<file path="src/rtl/sio_cfg_pkg.sv">
package sio_cfg_pkg;
  typedef enum logic [1:0] {LK_IDLE, LK_KEY1, LK_OPEN} lk_state_e;

  localparam logic [7:0] KEY_FIRST   = 8'h51;
  localparam logic [7:0] KEY_SECOND  = 8'h23;
  localparam logic [7:0] KEY_EXIT    = 8'hBB;
  localparam logic [7:0] REG_SRST    = 8'h02;
  localparam logic [7:0] REG_LDN     = 8'h07;
  localparam logic [7:0] REG_PD_DIR  = 8'h22;
  localparam logic [7:0] REG_PD_AUTO = 8'h23;
  localparam logic [7:0] REG_POL     = 8'h24;
  localparam logic [7:0] BANK_FIRST  = 8'h30;
  localparam logic [7:0] REG_ACT     = 8'h30;
  localparam logic [7:0] REG_BASE_HI = 8'h60;
  localparam logic [7:0] REG_BASE_LO = 8'h61;
  localparam logic [7:0] REG_IRQ     = 8'h70;
  localparam logic [7:0] REG_IRQ2    = 8'h72;
  localparam logic [7:0] REG_DMA     = 8'h74;
  localparam logic [7:0] REG_MODE0   = 8'hF0;
endpackage

</file>
<file path="src/rtl/sio_cfg_unlock.sv">
module sio_cfg_unlock
  import sio_cfg_pkg::*;
(
  input  logic       clk,
  input  logic       rst_n,
  input  logic       idx_wr,
  input  logic       data_wr,
  input  logic [7:0] wdata,
  output logic       open_o,
  output logic [7:0] idx_o
);
  lk_state_e  st_q, st_d;
  logic [7:0] idx_q, idx_d;

  always_comb begin
    st_d  = st_q;
    idx_d = idx_q;
    unique case (st_q)
      LK_IDLE: begin
        if (idx_wr && wdata == KEY_FIRST) st_d = LK_KEY1;
      end
      LK_KEY1: begin
        if (idx_wr) begin
          if (wdata == KEY_SECOND) begin
            st_d  = LK_OPEN;
            idx_d = '0;
          end else if (wdata != KEY_FIRST) begin
            st_d = LK_IDLE;
          end
        end else if (data_wr) begin
          st_d = LK_IDLE;
        end
      end
      LK_OPEN: begin
        if (idx_wr) begin
          if (wdata == KEY_EXIT) st_d = LK_IDLE;
          else                   idx_d = wdata;
        end
      end
      default: st_d = LK_IDLE;
    endcase
  end

  always_ff @(posedge clk or negedge rst_n) begin
    if (!rst_n) begin
      st_q  <= LK_IDLE;
      idx_q <= '0;
    end else begin
      st_q  <= st_d;
      idx_q <= idx_d;
    end
  end

  assign open_o = (st_q == LK_OPEN);
  assign idx_o  = idx_q;
endmodule

</file>
<file path="src/rtl/sio_dev_bank.sv">
module sio_dev_bank
  import sio_cfg_pkg::*;
#(
  parameter int NMODE    = 5,
  parameter bit HAS_IRQ2 = 1'b0
) (
  input  logic               clk,
  input  logic               rst_n,
  input  logic               srst,
  input  logic               wr_en,
  input  logic [7:0]         idx,
  input  logic [7:0]         wdata,
  output logic               act_o,
  output logic [15:0]        base_o,
  output logic [7:0]         irq_o,
  output logic [7:0]         irq2_o,
  output logic [7:0]         dma_o,
  output logic [NMODE*8-1:0] mode_o,
  output logic [7:0]         rdata_o
);
  logic        act_q, act_d;
  logic [15:0] base_q, base_d;
  logic [7:0]  irq_q, irq_d, dma_q, dma_d;
  logic [7:0]  mode_q [NMODE];
  logic [7:0]  mode_d [NMODE];

  always_comb begin
    act_d  = act_q;
    base_d = base_q;
    irq_d  = irq_q;
    dma_d  = dma_q;
    mode_d = mode_q;
    if (srst) begin
      act_d  = 1'b0;
      base_d = '0;
      irq_d  = '0;
      dma_d  = '0;
      for (int j = 0; j < NMODE; j++) mode_d[j] = '0;
    end else if (wr_en) begin
      case (idx)
        REG_ACT:     act_d = wdata[0];
        REG_BASE_HI: base_d[15:8] = wdata;
        REG_BASE_LO: base_d[7:0]  = wdata;
        REG_IRQ:     irq_d = wdata;
        REG_DMA:     dma_d = wdata;
        default: ;
      endcase
      for (int j = 0; j < NMODE; j++)
        if (idx == REG_MODE0 + 8'(j)) mode_d[j] = wdata;
    end
  end

  always_ff @(posedge clk or negedge rst_n) begin
    if (!rst_n) begin
      act_q  <= 1'b0;
      base_q <= '0;
      irq_q  <= '0;
      dma_q  <= '0;
      for (int j = 0; j < NMODE; j++) mode_q[j] <= '0;
    end else begin
      act_q  <= act_d;
      base_q <= base_d;
      irq_q  <= irq_d;
      dma_q  <= dma_d;
      mode_q <= mode_d;
    end
  end

  generate
    if (HAS_IRQ2) begin : g_irq2
      logic [7:0] irq2_q, irq2_d;
      always_comb begin
        irq2_d = irq2_q;
        if (srst)                          irq2_d = '0;
        else if (wr_en && idx == REG_IRQ2) irq2_d = wdata;
      end
      always_ff @(posedge clk or negedge rst_n) begin
        if (!rst_n) irq2_q <= '0;
        else        irq2_q <= irq2_d;
      end
      assign irq2_o = irq2_q;
    end else begin : g_no_irq2
      assign irq2_o = '0;
    end

    for (genvar j = 0; j < NMODE; j++) begin : g_mode_out
      assign mode_o[j*8 +: 8] = mode_q[j];
    end
  endgenerate

  always_comb begin
    rdata_o = '0;
    case (idx)
      REG_ACT:     rdata_o = {7'b0, act_q};
      REG_BASE_HI: rdata_o = base_q[15:8];
      REG_BASE_LO: rdata_o = base_q[7:0];
      REG_IRQ:     rdata_o = irq_q;
      REG_IRQ2:    rdata_o = irq2_o;
      REG_DMA:     rdata_o = dma_q;
      default: ;
    endcase
    for (int j = 0; j < NMODE; j++)
      if (idx == REG_MODE0 + 8'(j)) rdata_o = mode_q[j];
  end

  assign act_o  = act_q;
  assign base_o = base_q;
  assign irq_o  = irq_q;
  assign dma_o  = dma_q;
endmodule

</file>
<file path="src/rtl/sio_cfg_port.sv">
module sio_cfg_port
  import sio_cfg_pkg::*;
#(
  parameter int NDEV      = 9,
  parameter int NMODE     = 5,
  parameter int MOUSE_DEV = 7
) (
  input  logic                    clk,
  input  logic                    rst_n,
  input  logic                    bus_sel_data,
  input  logic                    bus_wr,
  input  logic [7:0]              bus_wdata,
  output logic [7:0]              bus_rdata,
  output logic                    cfg_open,
  output logic [NDEV-1:0]         dev_act,
  output logic [NDEV*16-1:0]      dev_base,
  output logic [NDEV*8-1:0]       dev_irq,
  output logic [NDEV*8-1:0]       dev_dma,
  output logic [NDEV*NMODE*8-1:0] dev_mode,
  output logic [7:0]              mouse_irq,
  output logic [7:0]              pd_direct,
  output logic [7:0]              pd_auto,
  output logic [7:0]              pin_pol
);
  localparam int MODE_BITS = NMODE * 8;

  logic rst_meta, rst_s;
  always_ff @(posedge clk or negedge rst_n) begin
    if (!rst_n) {rst_s, rst_meta} <= 2'b00;
    else        {rst_s, rst_meta} <= {rst_meta, 1'b1};
  end

  logic       idx_wr, data_wr, cfg_wr, bank_area, srst;
  logic [7:0] idx_q;

  assign idx_wr  = bus_wr && !bus_sel_data;
  assign data_wr = bus_wr && bus_sel_data;

  sio_cfg_unlock u_unlock (
    .clk     (clk),
    .rst_n   (rst_s),
    .idx_wr  (idx_wr),
    .data_wr (data_wr),
    .wdata   (bus_wdata),
    .open_o  (cfg_open),
    .idx_o   (idx_q)
  );

  assign cfg_wr    = data_wr && cfg_open;
  assign bank_area = (idx_q >= BANK_FIRST);
  assign srst      = cfg_wr && (idx_q == REG_SRST) && bus_wdata[0];

  logic [7:0] ldn_q, ldn_d, pdd_q, pdd_d, pda_q, pda_d, pol_q, pol_d;

  always_comb begin
    ldn_d = ldn_q;
    pdd_d = pdd_q;
    pda_d = pda_q;
    pol_d = pol_q;
    if (cfg_wr) begin
      case (idx_q)
        REG_LDN:     ldn_d = bus_wdata;
        REG_PD_DIR:  pdd_d = bus_wdata;
        REG_PD_AUTO: pda_d = bus_wdata;
        REG_POL:     pol_d = bus_wdata;
        default: ;
      endcase
    end
  end

  always_ff @(posedge clk or negedge rst_s) begin
    if (!rst_s) begin
      ldn_q <= '0;
      pdd_q <= '0;
      pda_q <= '0;
      pol_q <= '0;
    end else begin
      ldn_q <= ldn_d;
      pdd_q <= pdd_d;
      pda_q <= pda_d;
      pol_q <= pol_d;
    end
  end

  logic [7:0] bank_rd   [NDEV];
  logic [7:0] bank_irq2 [NDEV];

  generate
    for (genvar k = 0; k < NDEV; k++) begin : g_bank
      logic sel;
      assign sel = (ldn_q == 8'(k));
      sio_dev_bank #(
        .NMODE    (NMODE),
        .HAS_IRQ2 (k == MOUSE_DEV)
      ) u_bank (
        .clk     (clk),
        .rst_n   (rst_s),
        .srst    (srst),
        .wr_en   (cfg_wr && bank_area && sel),
        .idx     (idx_q),
        .wdata   (bus_wdata),
        .act_o   (dev_act[k]),
        .base_o  (dev_base[k*16 +: 16]),
        .irq_o   (dev_irq[k*8 +: 8]),
        .irq2_o  (bank_irq2[k]),
        .dma_o   (dev_dma[k*8 +: 8]),
        .mode_o  (dev_mode[k*MODE_BITS +: MODE_BITS]),
        .rdata_o (bank_rd[k])
      );
    end
  endgenerate

  always_comb begin
    mouse_irq = '0;
    for (int k = 0; k < NDEV; k++) mouse_irq = mouse_irq | bank_irq2[k];
  end

  logic [7:0] glb_rd, bank_mux;
  always_comb begin
    bank_mux = '0;
    for (int k = 0; k < NDEV; k++)
      if (ldn_q == 8'(k)) bank_mux = bank_rd[k];
    case (idx_q)
      REG_LDN:     glb_rd = ldn_q;
      REG_PD_DIR:  glb_rd = pdd_q;
      REG_PD_AUTO: glb_rd = pda_q;
      REG_POL:     glb_rd = pol_q;
      default:     glb_rd = '0;
    endcase
    if (!cfg_open)         bus_rdata = '0;
    else if (!bus_sel_data) bus_rdata = idx_q;
    else if (bank_area)    bus_rdata = bank_mux;
    else                   bus_rdata = glb_rd;
  end

  assign pd_direct = pdd_q;
  assign pd_auto   = pda_q;
  assign pin_pol   = pol_q;
endmodule

</file>
<file path="config.mk">
export PLATFORM = sky130hd
export DESIGN_NAME = sio_cfg_port
export DESIGN_NICKNAME = d
export VERILOG_FILES = /design/src/rtl/sio_cfg_pkg.sv /design/src/rtl/sio_cfg_unlock.sv /design/src/rtl/sio_dev_bank.sv /design/src/rtl/sio_cfg_port.sv
export SDC_FILE = /design/constraint.sdc
export NUM_CORES = 2
export LEC_CHECK = 0
export ABC_AREA = 1
export CAP_MARGIN = 25
export CELL_PAD_IN_SITES_DETAIL_PLACEMENT = 1
export CELL_PAD_IN_SITES_GLOBAL_PLACEMENT = 2
export CORE_UTILIZATION = 29
export CTS_CLUSTER_DIAMETER = 50
export DETAILED_ROUTE_END_ITERATION = 6
export HOLD_SLACK_MARGIN = 0.02
export PLACE_DENSITY = 0.86
export SYNTH_ARGS = -nofsm -noshare
export SYNTH_HDL_FRONTEND = slang
export SYNTH_SLANG_ARGS = --single-unit
</file>
<file path="constraint.sdc">
create_clock -name clk -period 23.2 [get_ports clk]
set_clock_uncertainty 0.2 [all_clocks]
set_input_delay 2.32 -clock clk [delete_from_list [all_inputs] [get_ports clk]]
set_output_delay 2.32 -clock clk [all_outputs]
set_load 0.02 [all_outputs]
</file>
Yosys cells after proc, flatten, opt, wreduce, memory -nomap -nowiden
Cells that the tools add are included.
{ "totals": {"out_inout_bits": 698, "ff_bits": 709, "word_cells": 457} }
{ "op_classes": {"n_reduce_logical": 137, "mux": 182, "eq_ne": 38, "magnitude_cmp": 1} }
{ "ops": {"columns": ["cell", "count"], "rows": [
  ["$mux W8", 108],
  ["$mux W40", 18],
  ["$pmux W8 S5", 8],
  ["$mux W16", 18],
  ["$reduce_and A2 Y1", 94],
  ["$eq A8 B7 Y1 const B", 6],
  ["$eq A8 B8 Y1 const B", 6],
  ["$pmux W8 S6", 1],
  ["$reduce_bool A2 Y1", 21],
  ["$eq A8 B3 Y1 const B", 5],
  ["$eq A8 B6 Y1 const B", 5],
  ["$pmux W8 S4", 1],
  ["$eq A8 B2 Y1 const B", 3],
  ["$mux W1", 19],
  ["$logic_and A1 B1 Y1", 17],
  ["$pmux W8 S2", 1],
  ["$mux W2", 7],
  ["$ne A2 B1 Y1 const B", 5],
  ["$reduce_and A5 Y1", 2],
  ["$eq A8 B1 Y1 const B", 1],
  ["$eq A8 B4 Y1 const B", 1],
  ["$ge A8 B6 Y1 const B", 1],
  ["$logic_not A8 Y1", 1],
  ["$ne A8 B7 Y1 const B", 1],
  ["other kinds (8)", 8]
]} }

Depth between registers and ports, before layout
{ "depth": {"word_depth": 19, "ltp_mapped": 25, "mapped_depth_nobuf": 25} }

Cells and area by module
Synthesis repeated with hierarchy kept, for this count alone.
{ "hier_totals": {"cells_unflattened": 4388, "area_unflattened_um2": 35689.2} }
{ "modules_own_cells": {"columns": ["module", "area_per_inst_um2", "n_inst", "seq_area_each_um2", "cells_each"], "rows": [
  ["sio_dev_bank at g_bank[0].u_bank ...", 3528.4, 8, 1826.8, 422],
  ["sio_dev_bank at g_bank[7].u_bank", 3988.8, 1, 2026.9, 481],
  ["sio_cfg_port", 2826.5, 1, 850.8, 440],
  ["sio_cfg_unlock", 646.9, 1, 250.2, 91]
]} }

Least setup slack after synthesis
No wires, ideal clock.
{ "synth_timing": {"path_kind": "input port to output port", "from": "input bus_sel_data", "to": "output bus_rdata[0]", "setup_slack_ns": 17.669, "path_buffers": 1, "stages": 4, "t_arrival_ns": 3.011, "path_cell_list": "clkbuf_2 > inv_2 > nor2_1 > a21oi_1"} }
{ "synth_between": {"elab_chain_len": 2} }
{ "synth_lines": {"columns": ["element", "line", "rtl"], "rows": [
  ["start, declared", "sio_cfg_port.sv:10", "input logic bus_sel_data,"],
  ["$mux W8", "sio_cfg_port.sv:131", "else if (!bus_sel_data) bus_rdata = idx_q;"],
  ["$mux W8", "sio_cfg_port.sv:130", "if (!cfg_open) bus_rdata = '0;"],
  ["end, declared", "sio_cfg_port.sv:13", "output logic [7:0] bus_rdata,"]
]} }
Every way passes these cells.

Worst setup path after layout
{ "layout_timing": {"from": "register u_unlock.idx_q[0] (netlist: u_unlock.idx_o[0])", "to": "output bus_rdata[2]"} }
{ "layout_between": {"elab_chain_len": 19} }
{ "layout_lines": {"columns": ["element", "line", "rtl"], "rows": [
  ["start, declared", "sio_cfg_unlock.sv:13", "logic [7:0] idx_q, idx_d;"],
  ["start signal, assigned", "sio_cfg_unlock.sv:50", "idx_q <= idx_d;"],
  ["$eq A8 B7 Y1 or $eq A8 B6 Y1 (tied branches)", "sio_dev_bank.sv:93", "case (idx)"],
  ["$pmux W8 S5", "sio_dev_bank.sv:93", null],
  ["$mux W8 (5 in a row)", "sio_dev_bank.sv:103", "if (idx == REG_MODE0 + 8'(j)) rdata_o = mode_q[j];"],
  ["$mux W8 (9 in a row)", "sio_cfg_port.sv:122", "if (ldn_q == 8'(k)) bank_mux = bank_rd[k];"],
  ["$mux W8 (*)", "sio_cfg_port.sv:132", "else if (bank_area) bus_rdata = bank_mux;"],
  ["$mux W8 (*)", "sio_cfg_port.sv:131", null],
  ["$mux W8 (*)", "sio_cfg_port.sv:130", null]
]} }
Mark *: on every way between the ends. The rest lies on a longest branch, timed or not.

==> results.py <==
metrics = {
    "timing": {
        "post-route-min-period_ns": 8.14,
        "worstMarginPinSlew_ns": 1.05,
        "fin_setup_tns_ns": 0,
        "fmax_mhz": 123,
        "slew_violations": 0,
        "rsz0062_at_grt": "false",
        "setup_viol": 0,
        "finalHoldViolCount": 0,
        "post-route-period-util_pct": 35.1,
        "max-slew-margin-rel_pct": 29.9,
    },
    "floorplan": {
        "placementRows": 119,
        "start_util_pct": 29.4,
        "die_h_um": 330,
        "core_area_um2": 106000,
        "die_area_um2": 109000,
        "die_w_um": 330,
        "ios": 710,
    },
    "job": {
        "max-cap-violations": 0,
    },
    "synthesis": {
        "synth_cells": 3718,
        "netlist_area_um2": 31200,
        "avgSynthCellArea_um2": 8.39,
        "synth_cell_types": 45,
        "synth.yosys.warnings": 0,
        "synth_seq_area_share_pct": 56.9,
        "ys_ff_latch": 709,
        "ys_async_sr_fraction_pct": 100,
        "synthFlopType": "dfrtp_1",
        "synth_edf_count": 0,
        "syn_nets": 3733,
    },
    "placement": {
        "port_buffers": 709,
        "gp_congestion": 0.891,
        "hpwl_mm": 119,
    },
    "worst_setup_path": {
        "start_kind": "flip-flop",
        "cpMaxStageDelayCell": "clkdlybuf4s50_1",
        "worst_path_most_repeated_cell": "nand2_1",
        "critPathBufInv": 4,
        "cp.arrival_ns": 5.62,
        "max_stage_delay_ns": 0.69,
        "critical_path_class": "reg2out",
        "crit_required_ns": 20.68,
        "path_cells": "inv_1 > nand2_1 > nor2_2 > nand2_1 > clkinv_2 > buf_4 > nand2_1 > nand4_1 > a21oi_1 > nand3_1 > o21ai_0 > nand2_1 > a21oi_1 > nand2_1 > nand2_1 > nand2_1 > nand2_1 > nand2_1 > nand2_1 > nand2_1 > nand2_1 > a21oi_1 > clkdlybuf4s50_1",
        "path_delay_family": "simple AND/OR/NAND/NOR gates",
        "critPathCaptureType": "primary output",
        "crit_fanout": 40,
    },
    "routing": {
        "dr.pass1.iters": 5,
        "ant_nets": 0,
        "avgViaCountPerCell": 5.35,
        "vias": 31088,
        "drc": 0,
        "wl_mm": 167,
        "post_drt_wl_per_cell_um": 28.7,
        "drt-initial-drc-count": 2745,
    },
    "layout": {
        "area_growth_pct": 38.4,
        "final_nets": 4354,
        "multi_input_area_um2": 12000,
        "finalCoreUtilization_pct": 40.7,
        "drive_gt1_share_pct": 6.54,
        "final_common_cell": "nand2_1",
        "fillers": 12303,
        "mostFrequentLayoutCells": "nand2_1 (1438), o21ai_0 (738), clkdlybuf4s50_1 (709)",
        "seq_area_um2": 17700,
    },
    "grt": {
        "antenna_found_initial": 2,
        "groute.usage.overall_pct": 30.1,
        "grt_pass1_vias": 30783,
        "grt_pass1_wl_mm": 235,
        "overflow": 0,
        "grt_max_degree": 76,
    },
    "clock_tree": {
        "clock_sinks": 709,
        "hold_buffers": 0,
        "cts_tree": "done",
        "insertion_delay_ns": 0.68,
        "cts_made_buffers": 105,
        "post_cts_buffers": 0,
        "cts-resized-gates": 0,
        "cts_root_buffer": "clkbuf_16",
        "h-tree-depth": 3,
        "clockBufferDepth": 3,
        "clkTransAtPathRegs_ns": 0.05,
    },
    "pwr": {
        "p_per_area_nw_per_um2": 69.3,
        "leakage_nw": 18.6,
        "p_total_w": 0.00299,
        "ir_worst_vdd_v": 0.0000490,
    },
    "run_status": {
        "run_status": "finished, final reports clean",
    },
    "min_path": {
        "min_path_type": "reg2reg",
    },
}
==> cells in the mapped netlist, types with 2 or more instances <==
cell | n | area share [%]
nand2_1 | 1447 | 17
o21ai_0 | 738 | 12
dfrtp_1 | 709 | 57
clkbuf_1 | 166 | 2.0
a21oi_1 | 94 | 1.5
nand4_1 | 92 | 1.8
inv_1 | 89 | 1.1
nand3_1 | 71 | 1.1
buf_2 | 63 | 1.0
nor2_1 | 52 | 0.63
a221oi_1 | 32 | 0.90
a31oi_1 | 24 | 0.48
buf_4 | 20 | 0.48
o21ai_1 | 19 | 0.30
a22o_1 | 17 | 0.48
or2_2 | 16 | 0.32
a211oi_1 | 7 | 0.17
nor2_2 | 6 | 0.12
inv_2 | 5 | 0.060
nand3b_1 | 5 | 0.12
o211ai_1 | 5 | 0.12
o22ai_1 | 5 | 0.10
buf_6 | 4 | 0.14
nor3_1 | 4 | 0.064
ha_1 | 3 | 0.12
a221oi_2 | 2 | 0.096
a41oi_1 | 2 | 0.056
and3_1 | 2 | 0.040
nor4_1 | 2 | 0.040
o21ai_2 | 2 | 0.056
==> where the power goes <==
group          total [W]  internal (W)  switching, W
logic          0.0000721    0.00000902     0.0000631
clock network    0.00168       0.00105      0.000634
registers        0.00124       0.00124    0.00000298
total            0.00299       0.00229      0.000700
==> sequential cells by signal, summed over array words and instances (netlist names) <==
signal / cells
pd_auto: 8
rst_s: 1
rst_meta: 1
pd_direct: 8
g_bank.u_bank.base_o: 144
g_bank.u_bank.mode_o: 360
u_unlock.idx_o: 8
g_bank.u_bank.dma_o: 72
u_unlock.st_q: 2
g_bank.u_bank.act_o: 9
ldn_q: 8
pin_pol: 8
g_bank.u_bank.irq_o: 72
g_bank.u_bank.irq2_o: 8
==> metal layers <==
metal  vias to the layer above  part of all wire [%]  track usage, %
li1                      13640                     -               -
met1                     15916                    41            39.4
met2                      1249                    45            46.2
met3                       283                   8.7            8.46
met4                         0                   4.7            13.5
met5                         -                     0               0
==> per-stage QoR <==
step	setup WS (ns)	hold slack (ns)	instances	instance area (um2)
2_1_floorplan	1.77	0.131	3718	31200
3_3_place_gp	15.90	0.134	5615	39400
3_5_place_dp	15.81	0.139	5619	39400
4_1_cts	15.09	0.151	5806	43100
5_1_grt	14.78	0.152	5810	43200
6_report	15.06	0.148	5812	43200
==> worst register-to-register path: stages (launching register included) <==
cell and delay [ns]:
dfrtp_1 0.39, inv_1 0.09, ha_1 0.58, inv_1 0.21
nor3_2 0.46, nand3_1 0.23, nor2_1 0.30, inv_1 0.43
nand2_1 0.93, nand2_1 0.65, o21ai_0 0.38
==> logic make-up (layout without fill, tap and decap cells) <==
group / Yosys count / in the layout / synth area share, %
adders and majority gates: 3 / 3 / 0.120
DFF: 709 / 709 / 56.9
and+or+nand+nor: 1701 / 1701 / 21.9
buffers and inverters: 350 / 1051 / 4.81
other: 1 / 3 / 0.0120
AOI/OAI and AO/OA: 954 / 954 / 16.3
==> final cells by class <==
class / instances / share of cell area [%]
multi-input cells: 2659 / 27.9
inverters: 95 / 0.835
repair buffers: 769 / 17.6
flip-flops and latches: 709 / 41.1
clock buffers: 133 / 6.84
well taps: 1391 / 4.03
diodes: 2 / 0.0116
clock inverters: 54 / 1.63
==> final timing paths <==
| check | startpoint | endpoint | slack (ns) | cells past startpoint |
|---|---|---|---|---|
| hold / removal | rst_meta$_DFF_PN0_ | rst_s$_DFF_PN0_ | 0.15 | 0 |
| setup / recovery | u_unlock.idx_o[0]$_DFFE_PN0P_ | bus_rdata[2] | 15.06 | 23 |
| setup reg to reg | u_unlock.st_q[0]$_DFFE_PN0P_ | g_bank[5].u_bank.mode_o[30]$_DFFE_PN0P_ | 18.27 | 10 |
| min in group asynchronous | rst_s$_DFF_PN0_ | g_bank[4].u_bank.dma_o[5]$_DFFE_PN0P_ | 0.24 | 0 |
| hold reg to reg | rst_meta$_DFF_PN0_ | rst_s$_DFF_PN0_ | 0.15 | 0 |
| max in group asynchronous | rst_s$_DFF_PN0_ | g_bank[6].u_bank.mode_o[33]$_DFFE_PN0P_ | 19.18 | 5 |
No activity file was read; power rests on OpenSTA's default activity.
